--- src/rtl/pzs_pkg.sv ---
package pzs_pkg;
   typedef enum logic [4:0] {
      ST_IDLE,
      U_LDO, U_PLL, U_SWON, U_SWOK, U_PCL, U_LCL, U_MPD, U_MON, U_MOK, U_MCL,
      D_RST, D_MCL, D_MOK, D_MON, D_MPD, D_LCL, D_PCL, D_SWOK, D_SWON, D_PLL
   } pzs_state_e;

   function automatic logic is_status_wait(input pzs_state_e s);
      return (s == U_SWON) || (s == U_SWOK) || (s == U_MON) || (s == U_MOK) ||
             (s == D_MOK)  || (s == D_MON)  || (s == D_SWOK) || (s == D_SWON);
   endfunction
endpackage

--- src/rtl/pzs_timer.sv ---
module pzs_timer #(
   parameter int CW   = 8,
   parameter int MAXV = 255
) (
   input  logic          clk,
   input  logic          rst_n,
   input  logic          clr,
   output logic [CW-1:0] cnt
);
   localparam logic [CW-1:0] TOP = CW'(MAXV);

   always_ff @(posedge clk or negedge rst_n) begin
      if (!rst_n)          cnt <= '0;
      else if (clr)        cnt <= '0;
      else if (cnt != TOP) cnt <= cnt + 1'b1;
   end
endmodule

--- src/rtl/pzs_lane_check.sv ---
module pzs_lane_check #(
   parameter int               LANES = 4,
   parameter logic [LANES-1:0] MASK  = '1
) (
   input  logic [LANES-1:0] sts,
   output logic             all_set,
   output logic             all_clr
);
   logic [LANES-1:0] set_ok, clr_ok;

   for (genvar i = 0; i < LANES; i++) begin : g_lane
      if (MASK[i]) begin : g_used
         assign set_ok[i] = sts[i];
         assign clr_ok[i] = ~sts[i];
      end else begin : g_free
         assign set_ok[i] = 1'b1;
         assign clr_ok[i] = 1'b1;
      end
   end

   assign all_set = &set_ok;
   assign all_clr = &clr_ok;
endmodule

--- src/rtl/pwr_zone_seq.sv ---
module pwr_zone_seq
   import pzs_pkg::*;
#(
   parameter int CLK_MHZ   = 100,
   parameter int SETTLE_US = 1,
   parameter int TMO_CYC   = 64,
   parameter int LANES     = 4,
   parameter int MPD_W     = 4,
   parameter bit SECONDARY = 1'b0
) (
   input  logic             clk,
   input  logic             rst_n,
   input  logic             up_req,
   input  logic             dn_req,
   input  logic [LANES-1:0] sw_on_sts,
   input  logic [LANES-1:0] sw_ok_sts,
   input  logic             mem_on_sts,
   input  logic             mem_ok_sts,
   output logic             pll_ldo_en,
   output logic             pll_en,
   output logic             pll_clamp,
   output logic [LANES-1:0] sw_on_en,
   output logic [LANES-1:0] sw_ok_en,
   output logic             logic_clamp,
   output logic [MPD_W-1:0] mem_pd,
   output logic             mem_on_en,
   output logic             mem_ok_en,
   output logic             mem_clamp,
   output logic             core_rst_n,
   output logic             busy,
   output logic             done,
   output logic             err
);
   localparam int DLY_CYC = CLK_MHZ * SETTLE_US;
   localparam int CNT_MAX = (DLY_CYC > TMO_CYC) ? DLY_CYC : TMO_CYC;
   localparam int CW      = $clog2(CNT_MAX + 1);
   localparam logic [CW-1:0]    DLY_LAST = CW'(DLY_CYC - 1);
   localparam logic [CW-1:0]    TMO_LAST = CW'(TMO_CYC - 1);
   localparam logic [LANES-1:0] LMASK    = SECONDARY ? {{(LANES-2){1'b0}}, 2'b11}
                                                     : {LANES{1'b1}};

   if (LANES < 3)   begin : g_bad_lanes $error("LANES must be 3 or more");   end
   if (MPD_W < 2)   begin : g_bad_mpd   $error("MPD_W must be 2 or more");   end
   if (DLY_CYC < 1) begin : g_bad_dly   $error("settle time must be >= 1"); end
   if (TMO_CYC < 2) begin : g_bad_tmo   $error("TMO_CYC must be >= 2");      end

   pzs_state_e       st;
   logic             ldo_q, pll_q, pclamp_q, lclamp_q, mpd0_q;
   logic             mon_q, mok_q, mclamp_q, crst_q, done_q, err_q, off_q;
   logic [LANES-1:0] swon_q, swok_q;
   logic [CW-1:0]    cnt;
   logic             on_all, on_none, ok_all, ok_none;
   logic             adv, tmo, dly_done;

   pzs_lane_check #(.LANES(LANES), .MASK(LMASK)) u_on_chk (
      .sts(sw_on_sts), .all_set(on_all), .all_clr(on_none));
   pzs_lane_check #(.LANES(LANES), .MASK(LMASK)) u_ok_chk (
      .sts(sw_ok_sts), .all_set(ok_all), .all_clr(ok_none));

   assign dly_done = (cnt >= DLY_LAST);

   always_comb begin
      unique case (st)
         ST_IDLE:       adv = 1'b0;
         U_LDO, D_PLL:  adv = dly_done;
         U_SWON:        adv = on_all;
         U_SWOK:        adv = ok_all;
         U_MON:         adv = mem_on_sts;
         U_MOK:         adv = mem_ok_sts;
         D_MOK:         adv = ~mem_ok_sts;
         D_MON:         adv = ~mem_on_sts;
         D_SWOK:        adv = ok_none;
         D_SWON:        adv = on_none;
         default:       adv = 1'b1;
      endcase
      tmo = is_status_wait(st) && !adv && (cnt >= TMO_LAST);
   end

   pzs_timer #(.CW(CW), .MAXV(CNT_MAX)) u_timer (
      .clk(clk), .rst_n(rst_n), .clr(adv || tmo || (st == ST_IDLE)), .cnt(cnt));

   always_ff @(posedge clk or negedge rst_n) begin
      if (!rst_n) begin
         st <= ST_IDLE;
         ldo_q <= 1'b0; pll_q <= 1'b0; pclamp_q <= 1'b1; lclamp_q <= 1'b1;
         swon_q <= '0;  swok_q <= '0;  mpd0_q <= 1'b1;
         mon_q <= 1'b0; mok_q <= 1'b0; mclamp_q <= 1'b1; crst_q <= 1'b0;
         done_q <= 1'b0; err_q <= 1'b0; off_q <= 1'b1;
      end else begin
         done_q <= 1'b0;
         if (tmo) begin
            err_q <= 1'b1;
            st    <= ST_IDLE;
         end else begin
            unique case (st)
               ST_IDLE: begin
                  if (up_req) begin
                     err_q <= 1'b0;
                     if (crst_q) done_q <= 1'b1;
                     else begin
                        off_q <= 1'b0;
                        if (SECONDARY) begin swon_q <= LMASK; st <= U_SWON; end
                        else begin ldo_q <= 1'b1; st <= U_LDO; end
                     end
                  end else if (dn_req) begin
                     err_q <= 1'b0;
                     if (off_q) done_q <= 1'b1;
                     else begin crst_q <= 1'b0; st <= D_RST; end
                  end
               end
               U_LDO:  if (adv) begin pll_q <= 1'b1; st <= U_PLL; end
               U_PLL:  begin swon_q <= swon_q | LMASK; st <= U_SWON; end
               U_SWON: if (adv) begin swok_q <= swok_q | LMASK; st <= U_SWOK; end
               U_SWOK: if (adv) begin pclamp_q <= 1'b0; st <= U_PCL; end
               U_PCL:  begin lclamp_q <= 1'b0; st <= U_LCL; end
               U_LCL:  begin mpd0_q <= 1'b0; st <= U_MPD; end
               U_MPD:  begin mon_q <= 1'b1; st <= U_MON; end
               U_MON:  if (adv) begin mok_q <= 1'b1; st <= U_MOK; end
               U_MOK:  if (adv) begin mclamp_q <= 1'b0; st <= U_MCL; end
               U_MCL:  begin crst_q <= 1'b1; done_q <= 1'b1; st <= ST_IDLE; end
               D_RST:  begin mclamp_q <= 1'b1; st <= D_MCL; end
               D_MCL:  begin mok_q <= 1'b0; st <= D_MOK; end
               D_MOK:  if (adv) begin mon_q <= 1'b0; st <= D_MON; end
               D_MON:  if (adv) begin mpd0_q <= 1'b1; st <= D_MPD; end
               D_MPD:  begin lclamp_q <= 1'b1; st <= D_LCL; end
               D_LCL:  begin pclamp_q <= 1'b1; st <= D_PCL; end
               D_PCL:  begin swok_q <= swok_q & ~LMASK; st <= D_SWOK; end
               D_SWOK: if (adv) begin swon_q <= swon_q & ~LMASK; st <= D_SWON; end
               D_SWON: if (adv) begin
                  if (SECONDARY) begin
                     done_q <= 1'b1; off_q <= 1'b1; st <= ST_IDLE;
                  end else begin
                     pll_q <= 1'b0; st <= D_PLL;
                  end
               end
               D_PLL:  if (adv) begin
                  ldo_q <= 1'b0; done_q <= 1'b1; off_q <= 1'b1; st <= ST_IDLE;
               end
               default: st <= ST_IDLE;
            endcase
         end
      end
   end

   if (SECONDARY) begin : g_sec
      assign pll_ldo_en = 1'b0;
      assign pll_en     = 1'b0;
      assign pll_clamp  = 1'b1;
   end else begin : g_pri
      assign pll_ldo_en = ldo_q;
      assign pll_en     = pll_q;
      assign pll_clamp  = pclamp_q;
   end

   assign sw_on_en    = swon_q;
   assign sw_ok_en    = swok_q;
   assign logic_clamp = lclamp_q;
   assign mem_pd      = {{(MPD_W-1){1'b1}}, mpd0_q};
   assign mem_on_en   = mon_q;
   assign mem_ok_en   = mok_q;
   assign mem_clamp   = mclamp_q;
   assign core_rst_n  = crst_q;
   assign busy        = (st != ST_IDLE);
   assign done        = done_q;
   assign err         = err_q;
endmodule

--- config.mk ---
export PLATFORM = sky130hd
export DESIGN_NAME = pwr_zone_seq
export DESIGN_NICKNAME = d
export VERILOG_FILES = /design/src/rtl/pzs_pkg.sv /design/src/rtl/pzs_timer.sv /design/src/rtl/pzs_lane_check.sv /design/src/rtl/pwr_zone_seq.sv
export SDC_FILE = /design/constraint.sdc
export NUM_CORES = 1
export LEC_CHECK = 0
export CAP_MARGIN = 20
export CORE_ASPECT_RATIO = 2
export CORE_MARGIN = 2
export CORE_UTILIZATION = 46
export CTS_BUF_LIST = sky130_fd_sc_hd__clkbuf_4 sky130_fd_sc_hd__clkbuf_8
export DETAILED_ROUTE_END_ITERATION = 12
export PLACE_DENSITY = 0.78
export SLEW_MARGIN = 20
export SYNTH_ARGS = -nofsm -noshare
export SYNTH_HDL_FRONTEND = slang
export SYNTH_SLANG_ARGS = --single-unit
export TNS_END_PERCENT = 1
--- constraint.sdc ---
create_clock -name clk -period 1.85 [get_ports clk]
set_input_delay 0.2775 -clock clk [delete_from_list [all_inputs] [get_ports clk]]
set_output_delay 0.2775 -clock clk [all_outputs]
set_load 0.05 [all_outputs]
==> results.txt <==
----------------------------------------------------
[Outcome]
  Result of the run ... finished, violations left
  Failing checks ... negative setup slack

[Timing]
  PnR worst setup slack ... -0.101 ns
  Upper clock frequency limit ... 513 MHz
  Clock Skew ... 0.00734 ns
  Max-slew violation total from the final report ... 0
  Final setup violation count ... 13
  Post-route fraction of the period consumed by the critical path ... 105%
  Final number of hold-violating endpoints ... 0
  Worst rel slew slack ... 66.1%
  Actual slew at the worst max-slew pin ... 0.507 ns
  Final min period ... 1.95 ns
  Setup repair after global routing missed its margin ... true

[Clock network]
  TritonCTS buffer count ... 3
  Clock net sink count ... 26
  Clock Pin Slew Worst Setup and Hold Paths ... 0.10 ns
  Post-cts hold buffer count ... 0
  TritonCTS clock tree ... built
  Depth of the CTS H-tree ... 1
  Worst-case clock buffer depth ... 2
  Root Driver ... sky130_fd_sc_hd__clkbuf_8
  Clock insertion delay at the later pin of the skew report ... 0.28 ns

[Worst setup path]
  Worst setup path category ... register to register
  Worst flop-to-flop path endpoint ... st[2]$_DFFE_PN0P_
  Launching point of the worst reg2reg path ... st[2]$_DFFE_PN0P_
  Crit path capture ... st[2]$_DFFE_PN0P_
  Timing startpoint of the critical path ... st[2]$_DFFE_PN0P_
  Worst endpoint data arrival time ... 2.15 ns
  Cells on worst reg2reg path ... 6
  Reg-to-reg slack, setup ... -0.10 ns
  Data required time at the worst endpoint ... 2.05 ns
  Worst-path fanout max ... 6
  Endpoint type of the worst setup path ... register
  CP startpoint kind ... register

[Yosys]
  Mean instance size in the synthesized netlist ... 8.57 um^2
  Total number of yosys warnings ... 0
  Post-synthesis sequential area ratio ... 35.0%
  Combined area of all synthesized cells ... 1880 um^2
  Count of cell types in the netlist ... 55
  Cell types occupying the most area after synthesis ... sky130_fd_sc_hd__dfrtp_1, sky130_fd_sc_hd__dfstp_2, sky130_fd_sc_hd__buf_4, sky130_fd_sc_hd__nor2_1, sky130_fd_sc_hd__a21oi_1
  Post-synthesis sequential element count ... 26
  Main synth FF type ... sky130_fd_sc_hd__dfrtp_1
  Post-synthesis cell type with the largest combined area ... sky130_fd_sc_hd__dfrtp_1
  Count of flip-flops with a built-in enable after synthesis ... 0
  Cell count after synthesis ... 219
  Portion of synthesized cell area occupied by the leading cell type ... 28.0%
  Share of flip-flops with an asynchronous set or reset after synthesis ... 100%

[Routing]
  First-pass iteration count of the detailed router ... 5
  DRC violations left ... 0
  Count of routing violations after the opening detailed-route iteration ... 60
  Average wire per standard cell ... 17.6 um
  Post-Route WL ... 5.98 mm
  Antenna viol nets, final ... 0
  Number of vias per cell ... 5.88
  Total vias in the final route ... 1994

[Worst hold path]
  Worst hold path class ... primary input to asynchronous set/reset pin

[Floorplanning]
  Die Height ... 94.3 um
  Die span in x ... 49.2 um
  Starting density of the core ... 48.3%
  Core ar. ... 3880 um^2
  Row Count ... 32
  Die footprint ... 4640 um^2
  IO Pins ... 37

[Global route]
  Maximum number of pins on one net before global-route repair ... 27
  Number of global-route vias before repair ... 2054
  Number of antenna violations at the first check in global routing ... 0
  First-pass GRT wire length ... 9.69 mm
  Overall Global Routing Usage ... 27.4%
  Gr ovfl total ... 0

[Layout]
  Number of filler instances in the final layout ... 310
  Diode count ... 0
  Commonest cells after routing, fill and taps aside ... sky130_fd_sc_hd__buf_4, sky130_fd_sc_hd__nor2_1, sky130_fd_sc_hd__clkdlybuf4s50_1
  Most common cell after layout, fill and taps aside ... sky130_fd_sc_hd__buf_4
  Number of nets at the end of the flow ... 305
  Utilization of the core after routing ... 69.8%
  Share of layout cells above drive strength 1 ... 35.1%
  Area grow syn2layout ... 44.4%

[Placement]
  GPL Wtd Cong ... 0.997
  Dpl hpwl ... 4.57 mm
  Quantity of I/O buffers inserted on ports ... 33
  Setup Slack @ Placement ... -0.417 ns

[Pwr]
  Total power density per cell area ... 1920 nW/um^2
  Peak supply drop ... 918 uV
  Leakage power of the design ... 1.19 nW

[Flow run]
  Count of max-cap constraint violations ... 0

----------------------------------------------------
sequential cells by signal, indices dropped and copies added (netlist names):
register	count
core_rst_n	1
done	1
err	1
logic_clamp	1
mem_clamp	1
mem_ok_en	1
mem_on_en	1
mpd0_q	1
off_q	1
pll_clamp	1
pll_en	1
pll_ldo_en	1
st	5
sw_ok_en	1
sw_on_en	1
u_timer.cnt	7
layout make-up:
cell class,count,area (um^2),share of cell area [%]
clock buffers,3,41.3,1.52
clock inverters,1,30.0,1.11
inverters,7,26.3,0.970
multi-input cells,167,1150,42.6
flip-flops and latches,26,663,24.5
well taps,51,63.8,2.35
repair buffers,84,731,27.0
power breakdown:
| group | internal [mW] | switching [mW] | total [mW] | leakage, nW |
|---|---|---|---|---|
| Clock | 0.290 | 0.201 | 0.491 | 0.0357 |
| Combinational | 1.61 | 2.11 | 3.71 | 0.849 |
| Sequential | 0.795 | 0.204 | 0.999 | 0.310 |
| Total | 2.69 | 2.51 | 5.20 | 1.19 |
metal layers:
metal | vias up | track usage (%) | part of all wire, %
met5 | - | 0 | 0
met4 | 0 | 15.2 | 5.7
met3 | 26 | 2.06 | 4.5
met2 | 88 | 55.7 | 56
met1 | 958 | 25.8 | 33
li1 | 922 | - | -
worst min path at each step:
stage / from / to / depth (start not counted)
after floorplan: rst_n / core_rst_n$_DFFE_PN0P_ / 0
after global placement: off_q$_DFFE_PN1P_ / off_q$_DFFE_PN1P_ / 2
after detailed placement: off_q$_DFFE_PN1P_ / off_q$_DFFE_PN1P_ / 2
after CTS: rst_n / st[3]$_DFFE_PN0P_ / 2
after global routing: rst_n / st[2]$_DFFE_PN0P_ / 2
final: rst_n / st[2]$_DFFE_PN0P_ / 2
cells by family after synthesis:
group           count (synthesis)  synth area share [%]
other cells                     1                 0.200
flops                          26                  35.0
xor+xnor                        7                  3.27
simple gates                   89                  25.8
compound gates                 61                  22.4
buf+inv                        28                  9.33
mux                             5                  2.67
fa+ha+maj                       2                  1.33
worst max-delay path: stages (launching register included):
cell and delay (ns):
sky130_fd_sc_hd__dfrtp_2 0.47, sky130_fd_sc_hd__and4_1 0.18, sky130_fd_sc_hd__a32o_2 0.27, sky130_fd_sc_hd__a221oi_4 0.38
sky130_fd_sc_hd__nand3_2 0.17, sky130_fd_sc_hd__o31ai_4 0.13, sky130_fd_sc_hd__mux2i_1 0.27
Yosys cell counts (all sizes together), types with 3 or more instances:
cell    count
and3        3
nand2      19
mux2i       5
buf        16
nand3      12
xor2        3
clkbuf      5
nor3        5
a21oi      15
and3b       3
xnor2       4
o21ai      20
inv         7
nor3b       4
dfrtp      21
a31oi       7
a221oi      3
nor2       23
nor2b       3
dfstp       5
nand2b      5
stage by stage:
step / TNS, ns / hold WS [ns] / power (mW) / cells / area (um^2)
6_report: -0.768 / 0.361 / 5.20 / 339 / 2710
5_1_grt: -2.23 / 0.413 / 5.50 / 339 / 2710
4_1_cts: -0.919 / 0.373 / 5.09 / 338 / 2640
3_5_place_dp: -6.33 / 0.472 / 4.50 / 331 / 2510
3_3_place_gp: -5.17 / 0.466 / 4.43 / 331 / 2510
2_1_floorplan: 0 / -0.0181 / 3.16 / 221 / 1900
repair_timing:
| item | in CTS | in global routing |
|---|---|---|
| buffers inserted | 3 | 1 |
| pin swaps | 10 | 6 |
| gates resized for setup | 10 | 13 |
| setup endpoints to repair | 20 | 23 |
Note: power is estimated with default switching activity, not from simulation.
